`config.mk`:
```
export PLATFORM = sky130hd
export DESIGN_NAME = rx_dest_filter
export DESIGN_NICKNAME = d
export VERILOG_FILES = /design/src/rtl/daf_pkg.sv /design/src/rtl/daf_crc_engine.sv /design/src/rtl/daf_addr_track.sv /design/src/rtl/daf_ctrl.sv /design/src/rtl/rx_dest_filter.sv
export SDC_FILE = /design/constraint.sdc
export NUM_CORES = 1
export LEC_CHECK = 0
export BUFFER_PORTS_ARGS = -buffer_cell sky130_fd_sc_hd__buf_2
export CAP_MARGIN = 20
export CORE_AREA = 2 2 124 126
export DETAILED_ROUTE_END_ITERATION = 8
export DIE_AREA = 0 0 126 128
export PLACE_DENSITY = 0.79
export SLEW_MARGIN = 20
export SYNTH_ARGS = -nofsm -noshare
export SYNTH_HDL_FRONTEND = slang
export SYNTH_SLANG_ARGS = --single-unit
export TNS_END_PERCENT = 50
```
`constraint.sdc`:
```
create_clock -name clk -period 5.7 [get_ports clk]
set_input_delay 1.425 -clock clk [delete_from_list [all_inputs] [get_ports clk]]
set_output_delay 1.425 -clock clk [all_outputs]
set_load 0.01 [all_outputs]
```
`src/rtl/daf_pkg.sv`:
```
package daf_pkg;

    localparam logic [31:0] CRC_POLY = 32'h04C1_1DB7;
    localparam logic [31:0] CRC_SEED = 32'hFFFF_FFFF;

    typedef enum logic [1:0] {
        ST_IDLE    = 2'd0,
        ST_COLLECT = 2'd1,
        ST_DECIDE  = 2'd2,
        ST_HOLD    = 2'd3
    } flt_state_e;

    typedef struct packed {
        logic promisc;
        logic all_mcast;
        logic hash_mcast;
    } flt_mode_t;

    // One byte through the CRC register, data bits taken LSB first.
    function automatic logic [31:0] crc_byte_step(input logic [31:0] cur,
                                                  input logic [7:0]  b);
        logic [31:0] r;
        logic        fb;
        r = cur;
        for (int i = 0; i < 8; i++) begin
            fb = r[31] ^ b[i];
            r  = {r[30:0], 1'b0} ^ (fb ? CRC_POLY : 32'h0);
        end
        return r;
    endfunction

endpackage

```
`src/rtl/daf_crc_engine.sv`:
```
module daf_crc_engine
    import daf_pkg::*;
#(
    parameter int HASH_BITS = 6
) (
    input  logic                 clk,
    input  logic                 rst_n,
    input  logic                 init_i,
    input  logic                 take_i,
    input  logic [7:0]           byte_i,
    output logic [HASH_BITS-1:0] index_o
);

    logic [31:0] crc_q;
    logic [31:0] crc_base;

    // A start byte folds into the seed, not into the previous frame's remainder.
    assign crc_base = init_i ? CRC_SEED : crc_q;

    always_ff @(posedge clk or negedge rst_n) begin
        if (!rst_n) begin
            crc_q <= CRC_SEED;
        end else if (take_i) begin
            crc_q <= crc_byte_step(crc_base, byte_i);
        end
    end

    assign index_o = crc_q[31 -: HASH_BITS];


    crc_hold_chk: assert property (@(posedge clk) disable iff (!rst_n)
        !take_i |=> $stable(crc_q));

endmodule

```
`src/rtl/daf_addr_track.sv`:
```
module daf_addr_track #(
    parameter int ADDR_BYTES = 6,
    localparam int AW        = 8 * ADDR_BYTES
) (
    input  logic          clk,
    input  logic          rst_n,
    input  logic          take_i,
    input  logic [7:0]    byte_i,
    input  logic [AW-1:0] station_i,
    output logic          match_o,
    output logic          bcast_o,
    output logic          group_o
);

    logic [AW-1:0] addr_q;
    logic [AW-1:0] addr_d;

    generate
        if (ADDR_BYTES > 1) begin : g_shift
            assign addr_d = {addr_q[AW-9:0], byte_i};
        end else begin : g_single
            assign addr_d = byte_i;
        end
    endgenerate

    always_ff @(posedge clk or negedge rst_n) begin
        if (!rst_n) begin
            addr_q <= '0;
        end else if (take_i) begin
            addr_q <= addr_d;
        end
    end

    assign match_o = (addr_q == station_i);
    assign bcast_o = &addr_q;
    assign group_o = addr_q[AW-8];


    addr_hold_chk: assert property (@(posedge clk) disable iff (!rst_n)
        !take_i |=> $stable(addr_q));

endmodule

```
`src/rtl/daf_ctrl.sv`:
```
module daf_ctrl
    import daf_pkg::*;
#(
    parameter int ADDR_BYTES = 6,
    parameter int HASH_BITS  = 6,
    localparam int TBL       = 1 << HASH_BITS,
    localparam int CNT_W     = $clog2(ADDR_BYTES + 1)
) (
    input  logic                 clk,
    input  logic                 rst_n,
    input  logic                 start_i,
    input  logic                 valid_i,
    input  flt_mode_t            mode_i,
    input  logic [TBL-1:0]       table_i,
    input  logic [HASH_BITS-1:0] index_i,
    input  logic                 match_i,
    input  logic                 bcast_i,
    input  logic                 group_i,
    output logic                 init_o,
    output logic                 take_o,
    output logic                 decide_o,
    output logic                 accept_o
);

    localparam logic [CNT_W-1:0] LAST_IDX = CNT_W'(ADDR_BYTES - 1);
    localparam logic [CNT_W-1:0] ONE      = CNT_W'(1);

    flt_state_e       state_q, state_d;
    logic [CNT_W-1:0] cnt_q, cnt_d;
    flt_mode_t        cfg_q;
    logic [TBL-1:0]   hash_q;
    logic             verdict;

    assign init_o = valid_i && start_i;
    assign take_o = valid_i && (start_i || (state_q == ST_COLLECT));

    // next state and byte count
    always_comb begin
        state_d = state_q;
        cnt_d   = cnt_q;
        if (init_o) begin
            cnt_d   = ONE;
            state_d = (ADDR_BYTES == 1) ? ST_DECIDE : ST_COLLECT;
        end else begin
            unique case (state_q)
                ST_IDLE:    state_d = ST_IDLE;
                ST_COLLECT: begin
                    if (valid_i) begin
                        cnt_d = cnt_q + ONE;
                        if (cnt_q == LAST_IDX) begin
                            state_d = ST_DECIDE;
                        end
                    end
                end
                ST_DECIDE:  state_d = ST_HOLD;
                ST_HOLD:    state_d = ST_HOLD;
                default:    state_d = ST_IDLE;
            endcase
        end
    end

    // state register
    always_ff @(posedge clk or negedge rst_n) begin
        if (!rst_n) begin
            state_q <= ST_IDLE;
            cnt_q   <= '0;
        end else begin
            state_q <= state_d;
            cnt_q   <= cnt_d;
        end
    end

    // configuration snapshot, taken with the start byte only
    always_ff @(posedge clk or negedge rst_n) begin
        if (!rst_n) begin
            cfg_q  <= '0;
            hash_q <= '0;
        end else if (init_o) begin
            cfg_q  <= mode_i;
            hash_q <= table_i;
        end
    end

    // priority: promiscuous, broadcast, group modes, individual match
    always_comb begin
        if (cfg_q.promisc) begin
            verdict = 1'b1;
        end else if (bcast_i) begin
            verdict = 1'b1;
        end else if (group_i) begin
            verdict = cfg_q.all_mcast | (cfg_q.hash_mcast & hash_q[index_i]);
        end else begin
            verdict = match_i;
        end
    end

    // outputs
    always_comb begin
        decide_o = 1'b0;
        accept_o = 1'b0;
        unique case (state_q)
            ST_DECIDE: begin
                decide_o = 1'b1;
                accept_o = verdict;
            end
            ST_IDLE, ST_COLLECT, ST_HOLD: begin
                decide_o = 1'b0;
                accept_o = 1'b0;
            end
            default: begin
                decide_o = 1'b0;
                accept_o = 1'b0;
            end
        endcase
    end


    verdict_pulse_chk: assert property (@(posedge clk) disable iff (!rst_n)
        decide_o |=> !decide_o);


    verdict_after_byte_chk: assert property (@(posedge clk) disable iff (!rst_n)
        decide_o |-> $past(valid_i));


    cnt_range_chk: assert property (@(posedge clk) disable iff (!rst_n)
        cnt_q <= CNT_W'(ADDR_BYTES));


    unicast_match_chk: assert property (@(posedge clk) disable iff (!rst_n)
        (decide_o && accept_o && !cfg_q.promisc && !group_i) |-> match_i);


    cfg_frozen_chk: assert property (@(posedge clk) disable iff (!rst_n)
        (state_q == ST_COLLECT && !init_o) |=> ($stable(cfg_q) && $stable(hash_q)));

endmodule

```
`src/rtl/rx_dest_filter.sv`:
```
module rx_dest_filter
    import daf_pkg::*;
#(
    parameter int ADDR_BYTES = 6,
    parameter int HASH_BITS  = 6,
    localparam int AW        = 8 * ADDR_BYTES,
    localparam int TBL       = 1 << HASH_BITS
) (
    input  logic           clk,
    input  logic           rst_n,
    input  logic           rx_start,
    input  logic           rx_valid,
    input  logic [7:0]     rx_byte,
    input  logic [AW-1:0]  station_addr,
    input  logic [TBL-1:0] hash_table,
    input  logic           promisc_en,
    input  logic           all_mcast_en,
    input  logic           hash_mcast_en,
    output logic           filt_valid,
    output logic           filt_accept
);

    logic                 init_w;
    logic                 take_w;
    logic [HASH_BITS-1:0] index_w;
    logic                 match_w;
    logic                 bcast_w;
    logic                 group_w;
    flt_mode_t            mode_w;

    assign mode_w = '{promisc: promisc_en, all_mcast: all_mcast_en, hash_mcast: hash_mcast_en};

    daf_crc_engine #(
        .HASH_BITS (HASH_BITS)
    ) crc_i (
        .clk     (clk),
        .rst_n   (rst_n),
        .init_i  (init_w),
        .take_i  (take_w),
        .byte_i  (rx_byte),
        .index_o (index_w)
    );

    daf_addr_track #(
        .ADDR_BYTES (ADDR_BYTES)
    ) addr_i (
        .clk       (clk),
        .rst_n     (rst_n),
        .take_i    (take_w),
        .byte_i    (rx_byte),
        .station_i (station_addr),
        .match_o   (match_w),
        .bcast_o   (bcast_w),
        .group_o   (group_w)
    );

    daf_ctrl #(
        .ADDR_BYTES (ADDR_BYTES),
        .HASH_BITS  (HASH_BITS)
    ) ctrl_i (
        .clk      (clk),
        .rst_n    (rst_n),
        .start_i  (rx_start),
        .valid_i  (rx_valid),
        .mode_i   (mode_w),
        .table_i  (hash_table),
        .index_i  (index_w),
        .match_i  (match_w),
        .bcast_i  (bcast_w),
        .group_i  (group_w),
        .init_o   (init_w),
        .take_o   (take_w),
        .decide_o (filt_valid),
        .accept_o (filt_accept)
    );

endmodule

```
==> results of run 1 <==
-- worst max-delay path by stage --
stage | end | slack, ps | cells past startpoint
floorplan | filt_accept | 1770 | 6
global placement | filt_accept | 1080 | 8
detailed placement | filt_accept | 1140 | 8
CTS | filt_accept | 1090 | 8
global route | filt_accept | 870 | 8
finish | filt_accept | 1120 | 8
-- state kept, by name, indices dropped and copies added, names as in the netlist --
signal / flops
crc_i.crc_q: 32
ctrl_i.hash_q: 64
ctrl_i.cnt_q: 3
ctrl_i.cfg_q: 3
ctrl_i.state_q: 2
addr_i.addr_q: 48
-- area by class of cell --
| type | instances | area (sq um) | area share |
|---|---|---|---|
| Sequential cell | 152 | 3840 | 0.409 |
| Multi-Input combinational cell | 642 | 3930 | 0.418 |
| Antenna cell | 1 | 2.50 | 0.000266 |
| Inverter | 13 | 48.8 | 0.00520 |
| Clock inverter | 13 | 169 | 0.0180 |
| Clock buffer | 19 | 453 | 0.0482 |
| Timing Repair Buffer | 134 | 714 | 0.0761 |
| Tap cell | 188 | 235 | 0.0250 |
-- power breakdown --
group          switching (mW)  internal (mW)  total (mW)
logic                    1.16           1.01        2.17
registers               0.444           1.53        1.97
clock network           0.468          0.717        1.18
total                    2.07           3.26        5.32
-- placed cells by master, fill, tap and decap left out, types with 7 or more instances in the layout --
cell,instances
o21ai_0,17
nor4_1,15
a22oi_1,17
a21oi_2,7
clkbuf_16,17
mux2i_1,9
nand4_1,14
dfstp_2,32
nor2_1,34
xnor2_2,9
o22ai_1,22
inv_1,13
xnor2_4,8
buf_2,127
nand2_1,329
dfrtp_1,120
xnor2_1,23
a21oi_1,32
mux4_2,18
xor2_1,54
-- worst reg2reg max path: stages (launching register included) --
cell	delay (ps)
dfrtp_1	410
nand2_1	80
or2_2	680
nand2_2	820
nand2_1	370
o21ai_0	120
-- cell families after synthesis --
kind of cell,share of synthesized area
xor+xnor,0.132
simple gates,0.203
compound gates,0.0874
fa+ha+maj,0.00312
flops,0.479
buf+inv,0.0341
mux,0.0617
-- metal layers --
metal / share of wire / up-vias
met3: 0.071 / 50
met2: 0.48 / 261
met5: 0.00067 / -
li1: - / 3058
met1: 0.42 / 3148
met4: 0.031 / 2
==> reports/results.ini, run 1 <==
[outcome]
outcome = finished, final reports clean

[place]
place_ws_ps = 1140
dpl-instance-area_sq_um = 8740
io_buffers = 128
gp_congestion = 0.874
place_inst = 1128
dp_hpwl_um = 13100

[logic_synthesis]
synth_edf_count = 0
ys_ff_latch = 152
yosysMostFrequentCell = nand2_1
synthTopCellsByArea = dfrtp_1 37%, nand2_1 15%, dfstp_2 10%, xor2_1 5.9%, mux4_2 5.0%
async_flop_share = 1.00
synth-main-ff-cell = dfrtp_1
syn-cell-area_sq_um = 8030
synth_common_cells = 331 x nand2_1, 120 x dfrtp_1, 54 x xor2_1
syn_nets = 986
synth_area_per_cell_sq_um = 9.37
seq_area_frac_synth = 0.479
yosysTopAreaCell = dfrtp_1
ys_types = 43
synthCells = 857
synthDominantCellAreaShare = 0.374
synth_warnings = 0

[floorplanning]
row_count = 45
io_pins = 129
die_w_um = 126
chipHeight_um = 128
start_util = 0.540
core_sq_um = 14900
die_area_sq_um = 16100

[global_route]
grt_overflow = 0
track_usage = 0.251
grt_pass1_vias = 6475
top_usage_layer = met2
grt.met3_usage = 0.0588
grtUsageMet1 = 0.337
grt_pass1_wl_um = 32000
grt_start_max_net_pins = 116
grt_antenna_before_repair = 1
grtUsageMet2 = 0.398

[pwr]
cellPowerDensity_nw_per_um2 = 567
power_mw = 5.32
vdd_drop_max_mv = 0.360
power_leakage_nw = 4.57

[setup_path]
crit_chain = mux4_2 -> mux2i_1 -> mux4_2 -> mux2i_1 -> a21o_1 -> nand2_1 -> a21boi_1 -> buf_2
reg2reg_slack_ps = 3050
startpoint_type = flip-flop
cp_data_arrival_time_ps = 3160
r2r-end = addr_i.addr_q[14]$_DFFE_PN0P_
r2r_start = ctrl_i.state_q[0]$_DFFE_PN0P_
critPathKind = reg -> out
crit_slowest_cell = dfstp_2
crit_fanout = 19
rr_worst_depth = 5
crit_required_ps = 4280
critPathMaxStageDelay_ps = 950
startpoint = crc_i.crc_q[26]$_DFFE_PN1P_
critPathCaptureType = primary output
crit_family = multiplexers
crit_buf_inv = 1

[drt]
wl_um = 19400
wl_per_cell_um = 16.7
drt_iter0_drc = 481
vias = 6519
route.detailed.drc = 0
postRouteAntennaNets = 0
routed_via_density = 5.61
drt-pass1-iter-count = 7

[min_path]
hold_path_depth = 2
min_from = ctrl_i.hash_q[26]$_DFFE_PN0P_
min_path_type = reg -> reg
worst_hold_path.endpoint = ctrl_i.hash_q[26]$_DFFE_PN0P_

[sta]
worst_pin_slew_ps = 1070
rsz0062_at_grt = false
finClkSkew_ps = 5.90
max-slew-margin-rel = 0.286
fin_ws_ps = 1120
finalHoldViolCount = 0
tns_ps = 0
finalSetupViolCount = 0
slew_viol_final = 0
fin_crit_sh = 0.804
max_freq_mhz = 218
timing.hold.ws_ps = 470
period_needed_ps = 4580

[layout]
drive_above_1_share = 0.254
final.fill_count = 1193
finalCoreUtilization = 0.632
fin_area_sq_um = 9390
final_cells = 1162
syn2layout_area_growth_pct = 17.0
nets = 1089

[clock_network]
cts.clk_slew.worst_paths_ps = 60
cts_setup_buffers = 0
clk_path_buf_depth = 2
post_cts_resized = 0
cts_tree = yes
insertion_delay_ps = 430
cts_made_buffers = 17
numClockSinks = 152
holdBufCountCts = 0
htree_levels = 4
cts_root_buf = clkbuf_16

[flow_run]
drv_cap = 0

(Power assumes the default switching activity.)
==> inputs of run 2 (changes only) <==
--- a/config.mk
+++ b/config.mk
@@ -5,11 +5,12 @@
 export SDC_FILE = /design/constraint.sdc
 export NUM_CORES = 1
 export LEC_CHECK = 0
+export ABC_AREA = 1
 export BUFFER_PORTS_ARGS = -buffer_cell sky130_fd_sc_hd__buf_2
 export CAP_MARGIN = 20
-export CORE_AREA = 2 2 124 126
+export CORE_AREA = 2 2 125 127
 export DETAILED_ROUTE_END_ITERATION = 8
-export DIE_AREA = 0 0 126 128
+export DIE_AREA = 0 0 127 129
 export PLACE_DENSITY = 0.79
 export SLEW_MARGIN = 20
 export SYNTH_ARGS = -nofsm -noshare
==> constraint.sdc (replaced) <==
create_clock -name clk -period 4.3 [get_ports clk]
set_input_delay 1.075 -clock clk [delete_from_list [all_inputs] [get_ports clk]]
set_output_delay 1.075 -clock clk [all_outputs]
set_load 0.01 [all_outputs]
==> reports/results.ini, run 2 <==
[outcome]
outcome = finished, final reports clean

[setup_path]
reg2reg_slack_ps = 1590
critPathKind = reg -> out
startpoint = crc_i.crc_q[26]$_DFFE_PN1P_
startpoint_type = flip-flop
critPathMaxStageDelay_ps = 930
r2r-end = crc_i.crc_q[10]$_DFFE_PN1P_
cp_data_arrival_time_ps = 2960
crit_chain = inv_2 -> nand2_1 -> nand3_1 -> nand3_1 -> nand2_1 -> nand2_1 -> nand3_1 -> nand3_1 -> nand2_1 -> nand2_1 -> nand2_1 -> nand2_1 -> a21oi_1 -> buf_2
worstSetupPathDepth = 14
cp_common_cell = nand2_1
crit_fanout = 34
rr_worst_depth = 9
critPathCaptureType = primary output
r2r_start = crc_i.crc_q[26]$_DFFE_PN1P_
crit_family = simple AND/OR/NAND/NOR gates
crit_required_ps = 3220
crit_buf_inv = 2
crit_slowest_cell = dfstp_2

[logic_synthesis]
ys_types = 40
ys_ff_latch = 152
syn_nets = 1174
synth_warnings = 0
yosysTopAreaCell = dfrtp_1
synth_common_cells = 419 x nand2_1, 120 x dfrtp_1, 86 x o21ai_0
synth_area_per_cell_sq_um = 7.76
synthCells = 1045
synth-main-ff-cell = dfrtp_1
synth_edf_count = 0
seq_area_frac_synth = 0.474
synthTopCellsByArea = dfrtp_1 37%, nand2_1 19%, dfstp_2 10%, o21ai_0 5.3%, nand3_1 4.3%
syn-cell-area_sq_um = 8110
async_flop_share = 1.00
yosysMostFrequentCell = nand2_1
synthDominantCellAreaShare = 0.370

[clock_network]
insertion_delay_ps = 430
htree_levels = 4
cts_setup_buffers = 0
cts.clk_slew.worst_paths_ps = 70
holdBufCountCts = 0
clk_path_buf_depth = 2
cts_root_buf = clkbuf_16
numClockSinks = 152
cts_tree = yes
post_cts_resized = 0
cts_made_buffers = 17

[sta]
max_freq_mhz = 248
fin_crit_sh = 0.939
slew_viol_final = 0
rsz0062_at_grt = false
worst_pin_slew_ps = 960
max-slew-margin-rel = 0.360
tns_ps = 0
finalSetupViolCount = 0
fin_ws_ps = 262
finalHoldViolCount = 0
timing.hold.ws_ps = 468
finClkSkew_ps = 8.12
period_needed_ps = 4040

[min_path]
min_from = crc_i.crc_q[11]$_DFFE_PN1P_
worst_hold_path.endpoint = crc_i.crc_q[11]$_DFFE_PN1P_
hold_path_depth = 2
min_path_type = reg -> reg

[place]
place_ws_ps = 777
io_buffers = 128
dp_hpwl_um = 13800
gp_congestion = 0.880

[floorplanning]
row_count = 45
die_area_sq_um = 16400
start_util = 0.541
core_sq_um = 15000
die_w_um = 127
io_pins = 129
chipHeight_um = 129

[layout]
mostFrequentLayoutCells = 418 x nand2_1, 127 x buf_2, 120 x dfrtp_1, 86 x o21ai_0, 70 x nand3_1
nets = 1283
diodes = 0
drive_above_1_share = 0.195
top_regs = ctrl_i.hash_q: 64 flops, addr_i.addr_q: 48 flops, crc_i.crc_q: 32 flops
final_common_cell = nand2_1
syn2layout_area_growth_pct = 17.4
regArea_sq_um = 3840
multi_input_area_sq_um = 3780
final.fill_count = 1267
regMostFlops = ctrl_i.hash_q
largest_reg_flops = 64

[global_route]
grt_overflow = 0
grt_antenna_before_repair = 0
grt_pass1_wl_um = 33200
track_usage = 0.255
grt_pass1_vias = 6923
grt_start_max_net_pins = 114

[drt]
routed_via_density = 5.28
wl_per_cell_um = 14.7
vias = 7160
drt-pass1-iter-count = 5
postRouteAntennaNets = 0
wl_um = 19900
route.detailed.drc = 0
drt_iter0_drc = 472

[pwr]
power_leakage_nw = 4.76
cellPowerDensity_nw_per_um2 = 696
vdd_drop_max_mv = 0.371

[flow_run]
drv_cap = 0

-- run 2: changes by cell type after synthesis, moves of 23 or more --
cell     before  now
a21oi_1      32    9
inv_1        13   70
nand2_1     331  419
nand3_1       5   70
o21ai_0      17   86
-- run 2: report_power, final --
| part | switching (mW) | internal (mW) | leakage [nW] |
|---|---|---|---|
| combinational | 1.59 | 1.00 | 2.62 |
| sequential | 0.427 | 2.00 | 1.84 |
| clock | 0.615 | 0.992 | 0.296 |
-- run 2: worst reg2reg max path, cell delays in order, from the launching register on --
cell and delay (ps):
dfstp_2 930, inv_2 420, nand2_1 170, nand2_1 70, nand2_2 140, inv_2 90, xor2_4 220, xnor2_1 320
xnor2_1 100, o21ai_0 170
-- run 2: area by class of cell --
cell class              count  share of cell area
clock buffers              19              0.0465
clock inverters            13              0.0204
inverters                  77              0.0306
multi-input cells         769               0.397
flip-flops and latches    152               0.404
well taps                 188              0.0247
repair buffers            137              0.0764
-- run 2: stage by stage --
stage          cell area [sq um]  std cells  utilization  total power, mW
6_report                    9520       1355        0.635             6.63
5_1_grt                     9520       1355        0.635             7.13
4_1_cts                     9520       1355        0.635             6.64
3_5_place_dp                8880       1323        0.593             4.99
3_3_place_gp                8880       1323        0.593             4.92
2_1_floorplan               8110       1045            -             4.35
-- run 2: layer usage --
metal / up-vias / share of wire / track usage
li1: 3524 / - / -
met1: 3341 / 0.44 / 0.338
met4: 0 / 0.021 / 0.0847
met3: 36 / 0.059 / 0.0437
met2: 259 / 0.48 / 0.432
met5: - / 0 / 0
-- run 2: logic make-up after synthesis --
group | Yosys count | synth area share
and+or+nand+nor | 571 | 0.287
DFF | 152 | 0.474
buffers and inverters | 124 | 0.0599
AOI/OAI and AO/OA | 122 | 0.0827
xor gates and xnor gates | 74 | 0.0938
adders and majority gates | 2 | 0.00309
-- run 2: how the worst max path moves through the flow --
stage,endpoint,slack (ps)
floorplan,filt_accept,1300
global placement,filt_accept,790
detailed placement,filt_accept,780
CTS,filt_accept,280
global route,filt_accept,90
finish,filt_accept,260
==> inputs of run 3 (changes only) <==
--- a/config.mk
+++ b/config.mk
@@ -12,6 +12,7 @@
 export DETAILED_ROUTE_END_ITERATION = 8
 export DIE_AREA = 0 0 127 129
 export PLACE_DENSITY = 0.79
+export RECOVER_POWER = 50
 export SLEW_MARGIN = 20
 export SYNTH_ARGS = -nofsm -noshare
 export SYNTH_HDL_FRONTEND = slang
==> reports/results.ini, run 3 (synthesis results as in run 2) <==
[place]
gp_congestion = 0.880
place_inst = 1323
dp_hpwl_um = 13800
io_buffers = 128

[floorplanning]
core_sq_um = 15000
row_count = 45
die_area_sq_um = 16400
die_w_um = 127
io_pins = 129
chipHeight_um = 129
start_util = 0.541

[clock_network]
cts_root_buf = clkbuf_16
htree_levels = 4
holdBufCountCts = 0
post_cts_resized = 0
insertion_delay_ps = 430
cts_made_buffers = 17
cts_setup_buffers = 0
numClockSinks = 152
cts.clk_slew.worst_paths_ps = 70
cts_tree = yes
clk_path_buf_depth = 2

[sta]
tns_ps = 0
finalHoldViolCount = 0
max-slew-margin-rel = -0.997
fin_crit_sh = 0.938
rsz0062_at_grt = false
slew_viol_final = 66
finalSetupViolCount = 0
period_needed_ps = 4040
worst_pin_slew_ps = 3000
max_freq_mhz = 248
finClkSkew_ps = 8.19

[setup_path]
rr_worst_depth = 9
crit_required_ps = 3220
critPathCaptureType = primary output
cp_data_arrival_time_ps = 2960
critPathKind = reg -> out
startpoint_type = flip-flop
crit_fanout = 34

[drt]
drt-pass1-iter-count = 5
postRouteAntennaNets = 0
wl_met3_um = 1220
routed_via_density = 5.31
top_layer = met4
wl_met1_um = 8730
route.met2.wl_um = 9450
drt_iter0_drc = 479
route.detailed.drc = 0
vias = 7199
wl_um = 19900
wl_per_cell_um = 14.7

[pwr]
cellPowerDensity_nw_per_um2 = 697
power_leakage_nw = 4.76
internal_power_mw = 3.99
p_seq_frac = 0.366
pwr-share-clk = 0.243
p_sw_mw = 2.63
vdd_drop_max_mv = 0.371
power_frac_comb = 0.391
swShare = 0.397

[layout]
nets = 1283
finalCoreUtilization = 0.635
regMostFlops = ctrl_i.hash_q
final.fill_count = 1270
regArea_sq_um = 3840
mostFrequentLayoutCells = 419 x nand2_1, 127 x buf_2, 120 x dfrtp_1, 86 x o21ai_0, 70 x nand3_1
final_common_cell = nand2_1
final_cells = 1355
diodes = 0
largest_reg_flops = 64
drive_above_1_share = 0.194
multi_input_area_sq_um = 3780
syn2layout_area_growth_pct = 17.3
top_regs = ctrl_i.hash_q: 64 flops, addr_i.addr_q: 48 flops, crc_i.crc_q: 32 flops

[min_path]
hold_path_depth = 2
min_path_type = reg -> reg

[global_route]
grt_overflow = 0
grt_start_max_net_pins = 114
grt_antenna_before_repair = 0
grt_pass1_wl_um = 33200
grt_pass1_vias = 6923
track_usage = 0.255

[outcome]
outcome = complete, but fails checks
violations = capacitance limit, slew limit

[flow_run]
drv_cap = 1

run 3: changes by cell type in the layout (fill, tap and decap cells not counted), sizes merged:
cell,change
clkbuf,+1
dlygate4sd2,+1
buf,-2
run 3: area by class of cell:
| class | count | share of cell area |
|---|---|---|
| timing repair buffer | 137 | 0.0759 |
| clock inverter | 13 | 0.0204 |
| clock buffer | 19 | 0.0466 |
| tap | 188 | 0.0247 |
| multi-input combinational | 769 | 0.398 |
| inverter | 77 | 0.0307 |
| sequential | 152 | 0.404 |
run 3: path summary, 6_finish.rpt:
| check | end | start | slack [ps] |
|---|---|---|---|
| max in group asynchronous | ctrl_i.hash_q[13]$_DFFE_PN0P_ | rst_n | 630 |
| min | crc_i.crc_q[11]$_DFFE_PN1P_ | crc_i.crc_q[11]$_DFFE_PN1P_ | 470 |
| max reg2reg | crc_i.crc_q[10]$_DFFE_PN1P_ | crc_i.crc_q[26]$_DFFE_PN1P_ | 1590 |
| max | filt_accept | crc_i.crc_q[26]$_DFFE_PN1P_ | 260 |
| min in group asynchronous | addr_i.addr_q[25]$_DFFE_PN0P_ | rst_n | 1760 |
| min reg2reg | crc_i.crc_q[11]$_DFFE_PN1P_ | crc_i.crc_q[11]$_DFFE_PN1P_ | 470 |
run 3: power by group through the flow:
stage	Sequential, mW	Clock [mW]	Combinational [mW]
global route	2.49	1.68	2.96
finish	2.43	1.61	2.59
detailed placement	2.42	0	2.56
floorplan	2.23	0	2.11
global placement	2.42	0	2.50
CTS	2.42	1.62	2.60
run 3: worst max-delay path, stage by stage, from the launching register on:
cell and delay [ps]:
dfstp_2 930, inv_2 430, nand2_1 160, nand3_1 90, nand3_1 90, nand2_1 70, nand2_1 80, nand3_1 90
nand3_1 70, nand2_1 50, nand2_1 60, nand2_1 90, nand2_1 100, a21oi_1 70, buf_2 140
run 3: through the flow:
step | area (sq um) | worst slack [ps] | hold slack, ps | total power, mW
after floorplan | 8110 | 1300 | 443 | 4.35
after global placement | 8880 | 786 | 462 | 4.92
after detailed placement | 8880 | 777 | 463 | 4.99
after CTS | 9520 | 284 | 473 | 6.64
after global routing | 9510 | 93.1 | 482 | 7.13
final | 9510 | 265 | 468 | 6.62
run 3: layer usage:
metal / up-vias / track usage
met5: - / 0
met4: 0 / 0.0847
met3: 41 / 0.0437
met2: 273 / 0.432
met1: 3360 / 0.338
li1: 3525 / -
